## src/rtl/dl_pkg.sv

```systemverilog
package dl_pkg;
  localparam int unsigned DL_NUM_TIMERS = 4;
  localparam int unsigned DL_TIMER_W    = 16;
  localparam int unsigned DL_SEL_W      = $clog2(DL_NUM_TIMERS);

  typedef logic [DL_TIMER_W-1:0] dl_count_t;
  typedef logic [DL_SEL_W-1:0]   dl_sel_t;
endpackage

```

## src/rtl/dl_rst_sync.sv

```systemverilog
module dl_rst_sync #(
  parameter int unsigned STAGES = 2
) (
  input  logic clk,
  input  logic rst_n,
  output logic rst_sync_n
);
  logic [STAGES-1:0] sync_q;
  logic [STAGES-1:0] sync_d;

  always_comb begin
    sync_d = {sync_q[STAGES-2:0], 1'b1};
  end

  always_ff @(posedge clk or negedge rst_n) begin
    if (!rst_n) sync_q <= '0;
    else        sync_q <= sync_d;
  end

  assign rst_sync_n = sync_q[STAGES-1];
endmodule

```

## src/rtl/dl_timer.sv

```systemverilog
module dl_timer #(
  parameter int unsigned W = 16
) (
  input  logic         clk,
  input  logic         rst_n,
  input  logic         load_i,
  input  logic [W-1:0] timeout_i,
  output logic [W-1:0] count_o,
  output logic         zero_o
);
  logic [W-1:0] cnt_q;
  logic [W-1:0] cnt_d;
  logic         cnt_en;
  logic [W-1:0] reload_val;

  // The retiring cycle already counts as the first elapsed cycle.
  always_comb begin
    reload_val = (timeout_i == '0) ? '0 : timeout_i - 1'b1;
    cnt_en     = load_i || (cnt_q != '0);
    if (load_i) cnt_d = reload_val;
    else        cnt_d = cnt_q - 1'b1;
  end

  always_ff @(posedge clk or negedge rst_n) begin
    if (!rst_n)      cnt_q <= '0;
    else if (cnt_en) cnt_q <= cnt_d;
  end

  assign count_o = cnt_q;
  assign zero_o  = (cnt_q == '0);

  assert_hold_zero_R5: assert property (@(posedge clk) disable iff (!rst_n)
    (zero_o && !load_i) |=> zero_o);

  assert_count_down_R4: assert property (@(posedge clk) disable iff (!rst_n)
    (!zero_o && !load_i) |=> (count_o == $past(count_o) - 1'b1));

  assert_rearm_R3: assert property (@(posedge clk) disable iff (!rst_n)
    load_i |=> (($past(timeout_i) == '0) ? zero_o : (count_o == $past(timeout_i) - 1'b1)));
endmodule

```

## src/rtl/dl_select.sv

```systemverilog
module dl_select #(
  parameter int unsigned N     = 4,
  parameter int unsigned SEL_W = 2
) (
  input  logic             clk,
  input  logic             rst_n,
  input  logic             req_valid_i,
  input  logic [SEL_W-1:0] req_sel_i,
  input  logic [N-1:0]     zero_i,
  output logic [N-1:0]     load_o,
  output logic             stall_o
);
  logic [N-1:0] sel_dec;

  always_comb begin
    sel_dec = '0;
    if (req_valid_i) sel_dec[req_sel_i] = 1'b1;
  end

  assign load_o  = sel_dec & zero_i;
  assign stall_o = |(sel_dec & ~zero_i);

  assert_single_rearm_R6: assert property (@(posedge clk) disable iff (!rst_n)
    $onehot0(load_o));

  assert_idle_quiet_R7: assert property (@(posedge clk) disable iff (!rst_n)
    !req_valid_i |-> (!stall_o && load_o == '0));

  assert_retire_or_stall_R2: assert property (@(posedge clk) disable iff (!rst_n)
    req_valid_i |-> (stall_o ^ (load_o != '0)));
endmodule

```

## src/rtl/deadline_stall_unit.sv

```systemverilog
module deadline_stall_unit
  import dl_pkg::*;
#(
  parameter int unsigned NUM_TIMERS = DL_NUM_TIMERS,
  parameter int unsigned TIMER_W    = DL_TIMER_W,
  localparam int unsigned SEL_W     = $clog2(NUM_TIMERS)
) (
  input  logic               clk,
  input  logic               rst_n,
  input  logic               req_valid_i,
  input  logic [SEL_W-1:0]   req_sel_i,
  input  logic [TIMER_W-1:0] req_timeout_i,
  output logic               stall_o
);
  logic                        rst_sync_n;
  logic [NUM_TIMERS-1:0]       load_vec;
  logic [NUM_TIMERS-1:0]       zero_vec;
  logic [TIMER_W-1:0]          count_arr [NUM_TIMERS];

  dl_rst_sync #(.STAGES(2)) u_rst (
    .clk        (clk),
    .rst_n      (rst_n),
    .rst_sync_n (rst_sync_n)
  );

  dl_select #(.N(NUM_TIMERS), .SEL_W(SEL_W)) u_sel (
    .clk         (clk),
    .rst_n       (rst_sync_n),
    .req_valid_i (req_valid_i),
    .req_sel_i   (req_sel_i),
    .zero_i      (zero_vec),
    .load_o      (load_vec),
    .stall_o     (stall_o)
  );

  for (genvar i = 0; i < NUM_TIMERS; i++) begin : g_tmr
    dl_timer #(.W(TIMER_W)) u_tmr (
      .clk       (clk),
      .rst_n     (rst_sync_n),
      .load_i    (load_vec[i]),
      .timeout_i (req_timeout_i),
      .count_o   (count_arr[i]),
      .zero_o    (zero_vec[i])
    );

    // a timer not named by the request keeps its own course.
    assert_untouched_R6: assert property (@(posedge clk) disable iff (!rst_sync_n)
      (!(req_valid_i && req_sel_i == SEL_W'(i)) && count_arr[i] != '0)
        |=> (count_arr[i] == $past(count_arr[i]) - 1'b1));
  end

  assert_reset_zero_R1: assert property (@(posedge clk)
    !rst_sync_n |-> (zero_vec == '1));
endmodule

```

## config.mk

```make
export PLATFORM = sky130hd
export DESIGN_NAME = deadline_stall_unit
export DESIGN_NICKNAME = d
export VERILOG_FILES = /design/src/rtl/dl_pkg.sv /design/src/rtl/dl_rst_sync.sv /design/src/rtl/dl_timer.sv /design/src/rtl/dl_select.sv /design/src/rtl/deadline_stall_unit.sv
export SDC_FILE = /design/constraint.sdc
export NUM_CORES = 1
export LEC_CHECK = 0
export CAP_MARGIN = 20
export CORE_MARGIN = 2
export CORE_UTILIZATION = 45
export CTS_BUF_LIST = sky130_fd_sc_hd__clkbuf_4 sky130_fd_sc_hd__clkbuf_8
export CTS_CLUSTER_DIAMETER = 80
export DETAILED_ROUTE_END_ITERATION = 7
export GPL_TIMING_DRIVEN = 0
export PLACE_DENSITY = 0.65
export SETUP_SLACK_MARGIN = 0.05
export SLEW_MARGIN = 20
export SYNTH_ARGS = -nofsm -noshare
export SYNTH_HDL_FRONTEND = slang
export SYNTH_SLANG_ARGS = --single-unit
```

## constraint.sdc

```tcl
create_clock -name clk -period 4.9 [get_ports clk]
set_input_delay 0.98 -clock clk [delete_from_list [all_inputs] [get_ports clk]]
set_output_delay 0.98 -clock clk [all_outputs]
set_load 0.01 [all_outputs]
```

After elaboration in Yosys (flattened, before gate mapping)
Cells that the tools add are included.

cells by class
  $add $sub $neg = 5
  order comparisons = 2
  mux-type cells = 8
  bitwise logic cells = 3
  reductions and logical operators = 15

operators with widths
  kind                   count
  $logic_not 16->1       5
  $mux 16                5
  $sub 16x1->16 const B  5
  $reduce_bool 16->1     4
  $and 4x4->4            2
  $logic_or 1x1->1       4
  $mux 4                 1
  $not 4->4              1
  $reduce_or 4->1        1
  $lt 2x3->1 const B     1
  $demux 1 s2            1
  $ge 2x1->1 const B     1
  $logic_and 1x1->1      1
  $mux 1                 1

word-level totals
  flip-flop bits (word level) = 66
  input port bits = 21
  output and inout bits = 1
  word-level logic and storage cells = 38

Depth between registers and ports, before layout
Gate-level depths: netlist of the first run.

  depth in word-level cells = 7
  depth in mapped cells = 9
  depth with buffers taken out = 7

Cells and area by module
Synthesis of the first run repeated with hierarchy kept, for this count alone.

unflattened totals
  cell total of the unflattened synthesis = 574
  area, all modules = 5077.4 um^2

modules (own cells, without submodules)
  module                         times used  cells each  area an instance (um^2)  sequential area each (um^2)
  dl_timer (g_tmr[0].u_tmr ...)  3           141         1242.4                   400.4
  dl_timer (g_tmr[3].u_tmr)      1           140         1224.9                   400.4
  dl_select                      1           8           71.3                     0.0
  dl_rst_sync                    1           3           53.8                     50.0

Least setup slack after synthesis of the first run
OpenSTA, ideal clock, no wires.

  kind = register to output
  from = register g_tmr[0].u_tmr.cnt_q[4]
  to = output port stall_o
  data arrival time = 1826 ps
  data required time = 3920 ps
  slack = 2094 ps
  cell stages (with the launch flop) = 6
  buffers on the path = 0
  cells stage by stage = dfrtp_1 > or4_1 > nor4b_2 > nand2_1 > nand2_1 > o221ai_1

between the ends
  cells in the longest elaborated chain, start to end = 4

ends and longest elaborated chain
  item                    RTL line                   text
  start, declared         dl_timer.sv:11             logic [W-1:0] cnt_q;
  start signal, assigned  dl_timer.sv:26             else if (cnt_en) cnt_q <= cnt_d;
  $logic_not 16->1        dl_timer.sv:30             assign zero_o = (cnt_q == '0);
  $not 4->4               dl_select.sv:21            assign stall_o = |(sel_dec & ~zero_i);
  $and 4x4->4             dl_select.sv:21
  $reduce_or 4->1         dl_select.sv:21
  end, declared           deadline_stall_unit.sv:13  output logic stall_o

Every way passes these cells.

Worst setup path in the final report of the first run
  from = register g_tmr[0].u_tmr.cnt_q[2]
  to = output port stall_o

Same word-level chain as after synthesis.

==> results of run 1 <==
Yosys cell counts, types with 3 or more instances:
library cell and instances:
o31ai_1 8, or3_1 14, xnor2_1 14, a21oi_1 22
a221o_1 6, nor2_1 34, or4_1 13, nor3_1 29
a22oi_1 3, inv_1 22, nor3b_1 3, a211oi_1 8
ha_1 9, nand3b_1 4, nor4_1 14, o21ai_1 3
and3_1 7, buf_2 4, mux2i_1 6, o22ai_1 22
dfrtp_1 66, o211ai_1 4, and2_1 3, o21ai_0 17
or2_2 3, xor2_1 20, nand3_1 21, a31oi_1 4
clkbuf_1 11, nand2_1 35, o31a_1 4, nor2b_1 3
nand4_1 3
path summary, 6_finish.rpt:
| check | start | end |
|---|---|---|
| max in group asynchronous | rst_n | u_rst.sync_q[1] |
| max reg2reg | g_tmr[2].u_tmr.count_o[10] | g_tmr[2].u_tmr.count_o[7] |
| min | u_rst.sync_q[1] | g_tmr[3].u_tmr.count_o[7] |
| max | g_tmr[0].u_tmr.count_o[2] | stall_o |
| min in group clk | u_rst.sync_q[0] | u_rst.sync_q[1] |
| min reg2reg | u_rst.sync_q[1] | g_tmr[3].u_tmr.count_o[7] |
cell families (layout without fill, tap and decap cells):
logic type / after synthesis / count (layout)
compound gates: 116 / 116
xor+xnor: 34 / 34
fa+ha+maj: 9 / 9
buf+inv: 39 / 75
flops: 66 / 66
mux: 7 / 7
other cells: 1 / 1
simple gates: 205 / 205
worst register-to-register path: cells and delay by family, from the launching register on:
kind,cells,cell delay (ns)
AO/OA/AOI/OAI,1,0.27
buffers and inverters,1,0.23
flip-flops,1,0.40
AND/OR/NAND/NOR,4,1.53
flip-flops by register name (all words and copies together) (netlist names):
name                 cells
g_tmr.u_tmr.count_o     64
u_rst.sync_q             2
through the flow:
stage	utilization [%]	cells
2_1_floorplan	-	477
4_1_cts	52.4	624
6_report	52.4	624
5_1_grt	52.4	624
3_3_place_gp	49.6	607
3_5_place_dp	50.0	608
cell type report:
| cell class | instances | area, um2 |
|---|---|---|
| Sequential cell | 66 | 1660 |
| Clock inverter | 5 | 77.6 |
| Inverter | 22 | 82.6 |
| Buffer | 17 | 80.1 |
| Multi-Input combinational cell | 372 | 2400 |
| Clock buffer | 11 | 145 |
| Fill cell | 840 | 4360 |
| Tap cell | 111 | 139 |
| Timing Repair Buffer | 20 | 218 |
routing by layer:
metal,track usage [%],wire length (um)
met1,35.0,5330
met2,37.0,5460
met3,4.37,663
met4,8.43,261
met5,0,0
where the power goes:
| group | total, mW | switching, mW | internal [mW] |
|---|---|---|---|
| combinational | 0.256 | 0.137 | 0.120 |
| clock | 0.526 | 0.222 | 0.305 |
| sequential | 0.745 | 0.110 | 0.635 |
==> metrics.txt, run 1 <==
# TYPE chip_impl_metric gauge
chip_impl_info{name="run_status",value="completed"} 1
chip_impl_metric{name="cts_resized",unit=""} 0
chip_impl_metric{name="clkLatencyLatePin",unit="ns"} 0.35
chip_impl_metric{name="yosys_warnings",unit=""} 0
chip_impl_metric{name="vias_per_cell",unit=""} 6.14
chip_impl_metric{name="post_drt_wl_per_cell",unit="um"} 18.8
chip_impl_metric{name="worst-r2r-cell-count",unit=""} 6
chip_impl_metric{name="pre_antenna_drt_iters",unit=""} 5
chip_impl_metric{name="worstSetupPathDepth",unit=""} 6
chip_impl_metric{name="postRouteAntennaNets",unit=""} 0
chip_impl_metric{name="finalWorstPathRequiredPeriod",unit="ns"} 3.96
chip_impl_info{name="netlist.top_cell.by_area",value="dfrtp_1"} 1
chip_impl_metric{name="finalWorstSetupSlack",unit="ns"} 0.939
chip_impl_metric{name="maximum_number_of_pins_on_one_net_before_global_route_repair",unit=""} 53
chip_impl_info{name="top_cells_by_area_synth",value="dfrtp_1, xor2_1, nor3_1"} 1
chip_impl_metric{name="period_share",unit="%"} 80.8
chip_impl_metric{name="power.density",unit="nW/um2"} 319
chip_impl_metric{name="antennaDiodeCount",unit=""} 0
chip_impl_info{name="cts-root-buf",value="clkbuf_8"} 1
chip_impl_info{name="crit_path_top_delay_cell",value="or4_1"} 1
chip_impl_metric{name="initial_util",unit="%"} 46.0
chip_impl_metric{name="critPathBufInv",unit=""} 1
chip_impl_metric{name="io_pins",unit=""} 22
chip_impl_metric{name="seq_area_frac_synth",unit="%"} 39.2
chip_impl_metric{name="post_synth_xor_area_fraction",unit="%"} 7.07
chip_impl_metric{name="die_x",unit="um"} 101
chip_impl_metric{name="setup_total_negative_slack",unit="ns"} 0
chip_impl_metric{name="worst-endpoint-arrival",unit="ns"} 2.98
chip_impl_metric{name="vdd_ir_drop_max",unit="uV"} 152
chip_impl_metric{name="clkSinkCount",unit=""} 66
chip_impl_metric{name="synthSimpleGateAreaFrac",unit="%"} 26.9
chip_impl_metric{name="synth_fa_ha_area_share",unit="%"} 2.67
chip_impl_metric{name="final_layout_size_suffix_gt1_share",unit="%"} 7.99
chip_impl_info{name="timing.critical_path.from_type",value="flip-flop"} 1
chip_impl_metric{name="floorplan.die_area",unit="um2"} 10100
chip_impl_metric{name="power.leakage",unit="nW"} 1.77
chip_impl_metric{name="worst_path_largest_cell_delay",unit="ns"} 0.57
chip_impl_metric{name="maximum_capacitance_violations",unit=""} 0
chip_impl_metric{name="tightestPinTransition",unit="ns"} 0.852
chip_impl_metric{name="post_cts_hold_buffer_count",unit=""} 0
chip_impl_metric{name="synth-edff-count",unit=""} 0
chip_impl_metric{name="clock.fmax",unit="MHz"} 252
chip_impl_metric{name="netlist_instances",unit=""} 477
chip_impl_info{name="postSynth.topFlopCell",value="dfrtp_1"} 1
chip_impl_info{name="critical_path.cell_chain",value="or4_1, nor4b_2, nand2_1, nand2_1, o221ai_1, clkdlybuf4s50_1"} 1
chip_impl_metric{name="synthArstFlopShare",unit="%"} 100
chip_impl_metric{name="gp_congestion",unit=""} 0.884
chip_impl_metric{name="power.total",unit="mW"} 1.53
chip_impl_metric{name="yosys_top_cell_area_share",unit="%"} 39.2
chip_impl_metric{name="finalHoldViolCount",unit=""} 0
chip_impl_info{name="critical_path.endpoint_type",value="output port"} 1
chip_impl_metric{name="core_area",unit="um2"} 9150
chip_impl_metric{name="worst_setup_hold_path_clk_slew",unit="ns"} 0.07
chip_impl_metric{name="worst_clock_skew",unit="ns"} 0.0104
chip_impl_info{name="combinational_family_with_the_most_area_after_synthesis",value="simple AND/OR/NAND/NOR gates"} 1
chip_impl_metric{name="slew_violations",unit=""} 0
chip_impl_info{name="worst-setup-path-type",value="reg2out"} 1
chip_impl_metric{name="initial_drt_markers",unit=""} 265
chip_impl_metric{name="ctsLongestPathBuffers",unit=""} 2
chip_impl_info{name="path_common_cell",value="nand2_1"} 1
chip_impl_metric{name="design_area",unit="um2"} 4790
chip_impl_metric{name="detailed_place_hpwl",unit="um"} 8500
chip_impl_metric{name="dp_slack",unit="ns"} 0.960
chip_impl_metric{name="design.final.nets",unit=""} 538
chip_impl_metric{name="syn_area",unit="um2"} 4210
chip_impl_metric{name="post_cts.repair.setup_buffers",unit=""} 0
chip_impl_info{name="min_path_type",value="reg2async"} 1
chip_impl_metric{name="via_count",unit=""} 3832
chip_impl_metric{name="syn_area_per_cell",unit="um2"} 8.83
chip_impl_metric{name="drt-total-wl",unit="um"} 11700
chip_impl_metric{name="timing.max_slew.rel_slack",unit="%"} 42.7
chip_impl_metric{name="cts.htree.levels",unit=""} 3
chip_impl_metric{name="synth-seq-cells",unit=""} 66
chip_impl_info{name="most-common-layout-cells",value="dfrtp_1, nand2_1, nor2_1"} 1
chip_impl_metric{name="dpl_cell_area",unit="um2"} 4570
chip_impl_metric{name="critical_path_peak_fanout",unit=""} 9
chip_impl_metric{name="antenna_found_initial",unit=""} 0
chip_impl_info{name="rsz0062_at_grt",value="false"} 1
chip_impl_metric{name="syn_to_final_growth",unit="%"} 13.8
chip_impl_metric{name="io_buffer_count",unit=""} 19
chip_impl_metric{name="fin_worst_hold_slack",unit="ns"} 0.182
chip_impl_metric{name="synth.mux.area_fraction",unit="%"} 1.69
chip_impl_metric{name="post_synthesis_compound_gate_area_fraction",unit="%"} 18.5
chip_impl_info{name="path_delay_family",value="simple AND/OR/NAND/NOR gates"} 1
chip_impl_metric{name="cts_made_buffers",unit=""} 9
chip_impl_metric{name="drc",unit=""} 0
chip_impl_metric{name="grt_first_pass_wirelength",unit="um"} 18800
chip_impl_metric{name="synth_fp_nets",unit=""} 507
chip_impl_metric{name="placementRows",unit=""} 35
chip_impl_metric{name="floorplan.die.height",unit="um"} 101
chip_impl_info{name="tritoncts_clock_tree",value="yes"} 1
chip_impl_metric{name="r2r_slack",unit="ns"} 2.39
chip_impl_metric{name="grtUsageTotal",unit="%"} 24.3
chip_impl_metric{name="globalRouteOverflowTotal",unit=""} 0
chip_impl_metric{name="synthDistinctLibCells",unit=""} 63
chip_impl_metric{name="vias_in_the_first_global_route",unit=""} 3590
chip_impl_info{name="layout.cells.most_common",value="dfrtp_1"} 1
chip_impl_metric{name="required",unit="ns"} 3.92
chip_impl_metric{name="setup_viol_count_final",unit=""} 0
(Power assumes the default switching activity.)
==> inputs of run 2 (changes only) <==
--- a/config.mk
+++ b/config.mk
@@ -12,7 +12,7 @@
 export CTS_CLUSTER_DIAMETER = 80
 export DETAILED_ROUTE_END_ITERATION = 7
 export GPL_TIMING_DRIVEN = 0
-export PLACE_DENSITY = 0.65
+export PLACE_DENSITY = 0.67
 export SETUP_SLACK_MARGIN = 0.05
 export SLEW_MARGIN = 20
 export SYNTH_ARGS = -nofsm -noshare
==> constraint.sdc (replaced) <==
create_clock -name clk -period 3.4 [get_ports clk]
set_input_delay 0.68 -clock clk [delete_from_list [all_inputs] [get_ports clk]]
set_output_delay 0.68 -clock clk [all_outputs]
set_load 0.01 [all_outputs]
==> metrics.txt, run 2 (synthesis gave the netlist of run 1 again) <==
# TYPE chip_impl_metric gauge
chip_impl_metric{name="via_count",unit=""} 3932
chip_impl_info{name="tritoncts_clock_tree",value="yes"} 1
chip_impl_metric{name="tightestPinTransition",unit="ns"} 0.861
chip_impl_metric{name="finalHoldViolCount",unit=""} 0
chip_impl_metric{name="vdd_ir_drop_max",unit="uV"} 248
chip_impl_metric{name="ctsLongestPathBuffers",unit=""} 2
chip_impl_metric{name="placementRows",unit=""} 35
chip_impl_metric{name="worst-r2r-cell-count",unit=""} 8
chip_impl_metric{name="finalWorstSetupSlack",unit="ns"} 0.148
chip_impl_metric{name="gp_congestion",unit=""} 0.916
chip_impl_metric{name="postRouteAntennaNets",unit=""} 0
chip_impl_info{name="timing.critical_path.from_type",value="flip-flop"} 1
chip_impl_metric{name="dp_slack",unit="ns"} -0.178
chip_impl_info{name="crit_path_top_delay_cell",value="or4b_2"} 1
chip_impl_metric{name="setup_viol_count_final",unit=""} 0
chip_impl_metric{name="slew_violations",unit=""} 0
chip_impl_metric{name="layout.area.seq",unit="um2"} 1660
chip_impl_info{name="min_path_type",value="reg2async"} 1
chip_impl_metric{name="vias_per_cell",unit=""} 6.29
chip_impl_metric{name="dp.cells",unit=""} 608
chip_impl_metric{name="r2r_slack",unit="ns"} 0.99
chip_impl_metric{name="maximum_number_of_pins_on_one_net_before_global_route_repair",unit=""} 44
chip_impl_metric{name="io_buffer_count",unit=""} 19
chip_impl_metric{name="largest_register_ff_count",unit=""} 64
chip_impl_metric{name="required",unit="ns"} 2.72
chip_impl_info{name="critical_path.endpoint_type",value="output port"} 1
chip_impl_metric{name="instances_no_fill",unit=""} 625
chip_impl_info{name="run_status",value="completed"} 1
chip_impl_metric{name="worst-endpoint-arrival",unit="ns"} 2.57
chip_impl_metric{name="initial_drt_markers",unit=""} 265
chip_impl_metric{name="worst_clock_skew",unit="ns"} 0.0167
chip_impl_metric{name="cts.htree.levels",unit=""} 3
chip_impl_metric{name="finalWorstPathRequiredPeriod",unit="ns"} 3.25
chip_impl_metric{name="worst_setup_hold_path_clk_slew",unit="ns"} 0.08
chip_impl_metric{name="drt-total-wl",unit="um"} 11600
chip_impl_metric{name="power.total",unit="mW"} 2.09
chip_impl_metric{name="final_layout_size_suffix_gt1_share",unit="%"} 9.34
chip_impl_info{name="path_common_cell",value="inv_1"} 1
chip_impl_metric{name="clkLatencyLatePin",unit="ns"} 0.37
chip_impl_metric{name="core_area",unit="um2"} 9150
chip_impl_metric{name="initial_util",unit="%"} 46.0
chip_impl_metric{name="antenna_found_initial",unit=""} 0
chip_impl_metric{name="grtUsageTotal",unit="%"} 24.4
chip_impl_metric{name="detailed_place_hpwl",unit="um"} 8350
chip_impl_info{name="cts-root-buf",value="clkbuf_8"} 1
chip_impl_metric{name="power.leakage",unit="nW"} 1.78
chip_impl_info{name="worstReg2RegStart",value="g_tmr[0].u_tmr.count_o[4]"} 1
chip_impl_metric{name="die_x",unit="um"} 101
chip_impl_metric{name="floorplan.die.height",unit="um"} 101
chip_impl_metric{name="floorplan.die_area",unit="um2"} 10100
chip_impl_metric{name="pre_antenna_drt_iters",unit=""} 5
chip_impl_metric{name="drc",unit=""} 0
chip_impl_metric{name="io_pins",unit=""} 22
chip_impl_metric{name="postLayoutCoreUtil",unit="%"} 52.5
chip_impl_metric{name="layout.filler_cells",unit=""} 829
chip_impl_metric{name="maximum_capacitance_violations",unit=""} 0
chip_impl_metric{name="globalRouteOverflowTotal",unit=""} 0
chip_impl_info{name="worst-setup-path-type",value="reg2out"} 1
chip_impl_info{name="critical_path.cell_chain",value="inv_1, ha_1, or4b_2, inv_1, and3_1, buf_6, o221ai_1, dlygate4sd2_1"} 1
chip_impl_metric{name="cts_made_buffers",unit=""} 9
chip_impl_info{name="most-common-layout-cells",value="dfrtp_1, nand2_1, nor2_1"} 1
chip_impl_metric{name="syn_to_final_growth",unit="%"} 14.0
chip_impl_info{name="layout.cells.most_common",value="dfrtp_1"} 1
chip_impl_metric{name="period_share",unit="%"} 95.7
chip_impl_info{name="worstSetupStartpoint",value="g_tmr[2].u_tmr.count_o[0]"} 1
chip_impl_metric{name="grt_first_pass_wirelength",unit="um"} 18900
chip_impl_metric{name="timing.max_slew.rel_slack",unit="%"} 41.0
chip_impl_metric{name="clock.fmax",unit="MHz"} 307
chip_impl_metric{name="post_drt_wl_per_cell",unit="um"} 18.5
chip_impl_metric{name="design.final.nets",unit=""} 539
chip_impl_info{name="worst_setup_path_endpoint",value="stall_o"} 1
chip_impl_metric{name="power.density",unit="nW/um2"} 435
chip_impl_metric{name="vias_in_the_first_global_route",unit=""} 3683
chip_impl_metric{name="clkSinkCount",unit=""} 66
chip_impl_info{name="rsz0062_at_grt",value="false"} 1
chip_impl_metric{name="worst_path_largest_cell_delay",unit="ns"} 0.61
chip_impl_info{name="r2r-end",value="g_tmr[0].u_tmr.count_o[0]"} 1
chip_impl_metric{name="multi_input_combinational_cell_area",unit="um2"} 2430
chip_impl_metric{name="critical_path_peak_fanout",unit=""} 10
chip_impl_metric{name="antennaDiodeCount",unit=""} 0
-- run 2: cell types whose count changed in the layout (fill, tap and decap cells not counted), sizes merged --
| cell | delta |
|---|---|
| buf | +1 |
| dlygate4sd2 | +1 |
| inv | +1 |
| clkinvlp | +1 |
| bufinv | -2 |
| clkdlybuf4s50 | -1 |
-- run 2: final cells by class --
class | instances | area share [%]
repair buffers | 21 | 4.51
inverters | 22 | 1.72
plain buffers | 17 | 1.90
multi-input cells | 372 | 50.6
clock inverters | 5 | 0.782
flip-flops and latches | 66 | 34.5
clock buffers | 11 | 3.15
well taps | 111 | 2.89
-- run 2: what timing repair did --
action,CTS,global route
hold buffers,0,0
endpoints found under the setup margin,1,3
resized for setup,8,5
pin swaps,1,0
buffers inserted,1,0
-- run 2: how the worst min path moves through the flow --
| stage | slack, ns | from | cells after the start | endpoint |
|---|---|---|---|---|
| 4_1_cts | 0.23 | u_rst.sync_q[1] | 0 | g_tmr[3].u_tmr.count_o[6] |
| 2_1_floorplan | 0.33 | u_rst.sync_q[0] | 0 | u_rst.sync_q[1] |
| 5_1_grt | 0.25 | u_rst.sync_q[1] | 0 | g_tmr[3].u_tmr.count_o[11] |
| 6_report | 0.21 | u_rst.sync_q[1] | 0 | g_tmr[3].u_tmr.count_o[6] |
| 3_5_place_dp | 0.24 | u_rst.sync_q[1] | 0 | g_tmr[3].u_tmr.count_o[0] |
| 3_3_place_gp | 0.34 | u_rst.sync_q[0] | 0 | u_rst.sync_q[1] |
-- run 2: power by group --
part	total [mW]	leakage (nW)	switching [mW]	internal, mW
Combinational	0.367	0.969	0.196	0.171
Clock	0.649	0.0919	0.342	0.307
Sequential	1.07	0.715	0.156	0.915
-- run 2: metrics by stage --
step / setup TNS, ns / cell area (um2) / hold WS [ns]
after detailed placement: -0.737 / 4560 / 0.235
after global routing: 0 / 4800 / 0.248
after global placement: -0.432 / 4540 / 0.342
final: 0 / 4800 / 0.214
after CTS: 0 / 4780 / 0.226
after floorplan: 0 / 4210 / 0.331
-- run 2: worst max-delay path: cells and delay by family, from the launching register on --
family	cells	cell delay (ns)
fa+ha+maj	1	0.16
compound gates	1	0.15
buf+inv	4	0.69
simple gates	2	0.80
flops	1	0.41
-- run 2: layer usage --
metal | track usage (%) | up-vias | part of all wire [%]
met5 | 0 | - | 0
met4 | 11.3 | 0 | 3.2
met3 | 2.77 | 31 | 5.8
met2 | 36.7 | 145 | 46
met1 | 35.1 | 1897 | 45
li1 | - | 1859 | -
==> inputs of run 3 (changes only) <==
--- a/config.mk
+++ b/config.mk
@@ -8,8 +8,7 @@
 export CAP_MARGIN = 20
 export CORE_MARGIN = 2
 export CORE_UTILIZATION = 45
-export CTS_BUF_LIST = sky130_fd_sc_hd__clkbuf_4 sky130_fd_sc_hd__clkbuf_8
-export CTS_CLUSTER_DIAMETER = 80
+export CTS_CLUSTER_DIAMETER = 200
 export DETAILED_ROUTE_END_ITERATION = 7
 export GPL_TIMING_DRIVEN = 0
 export PLACE_DENSITY = 0.67
==> results of run 3 <==
Same layout as run 2: the final DEF is identical, and so are final timing and power.
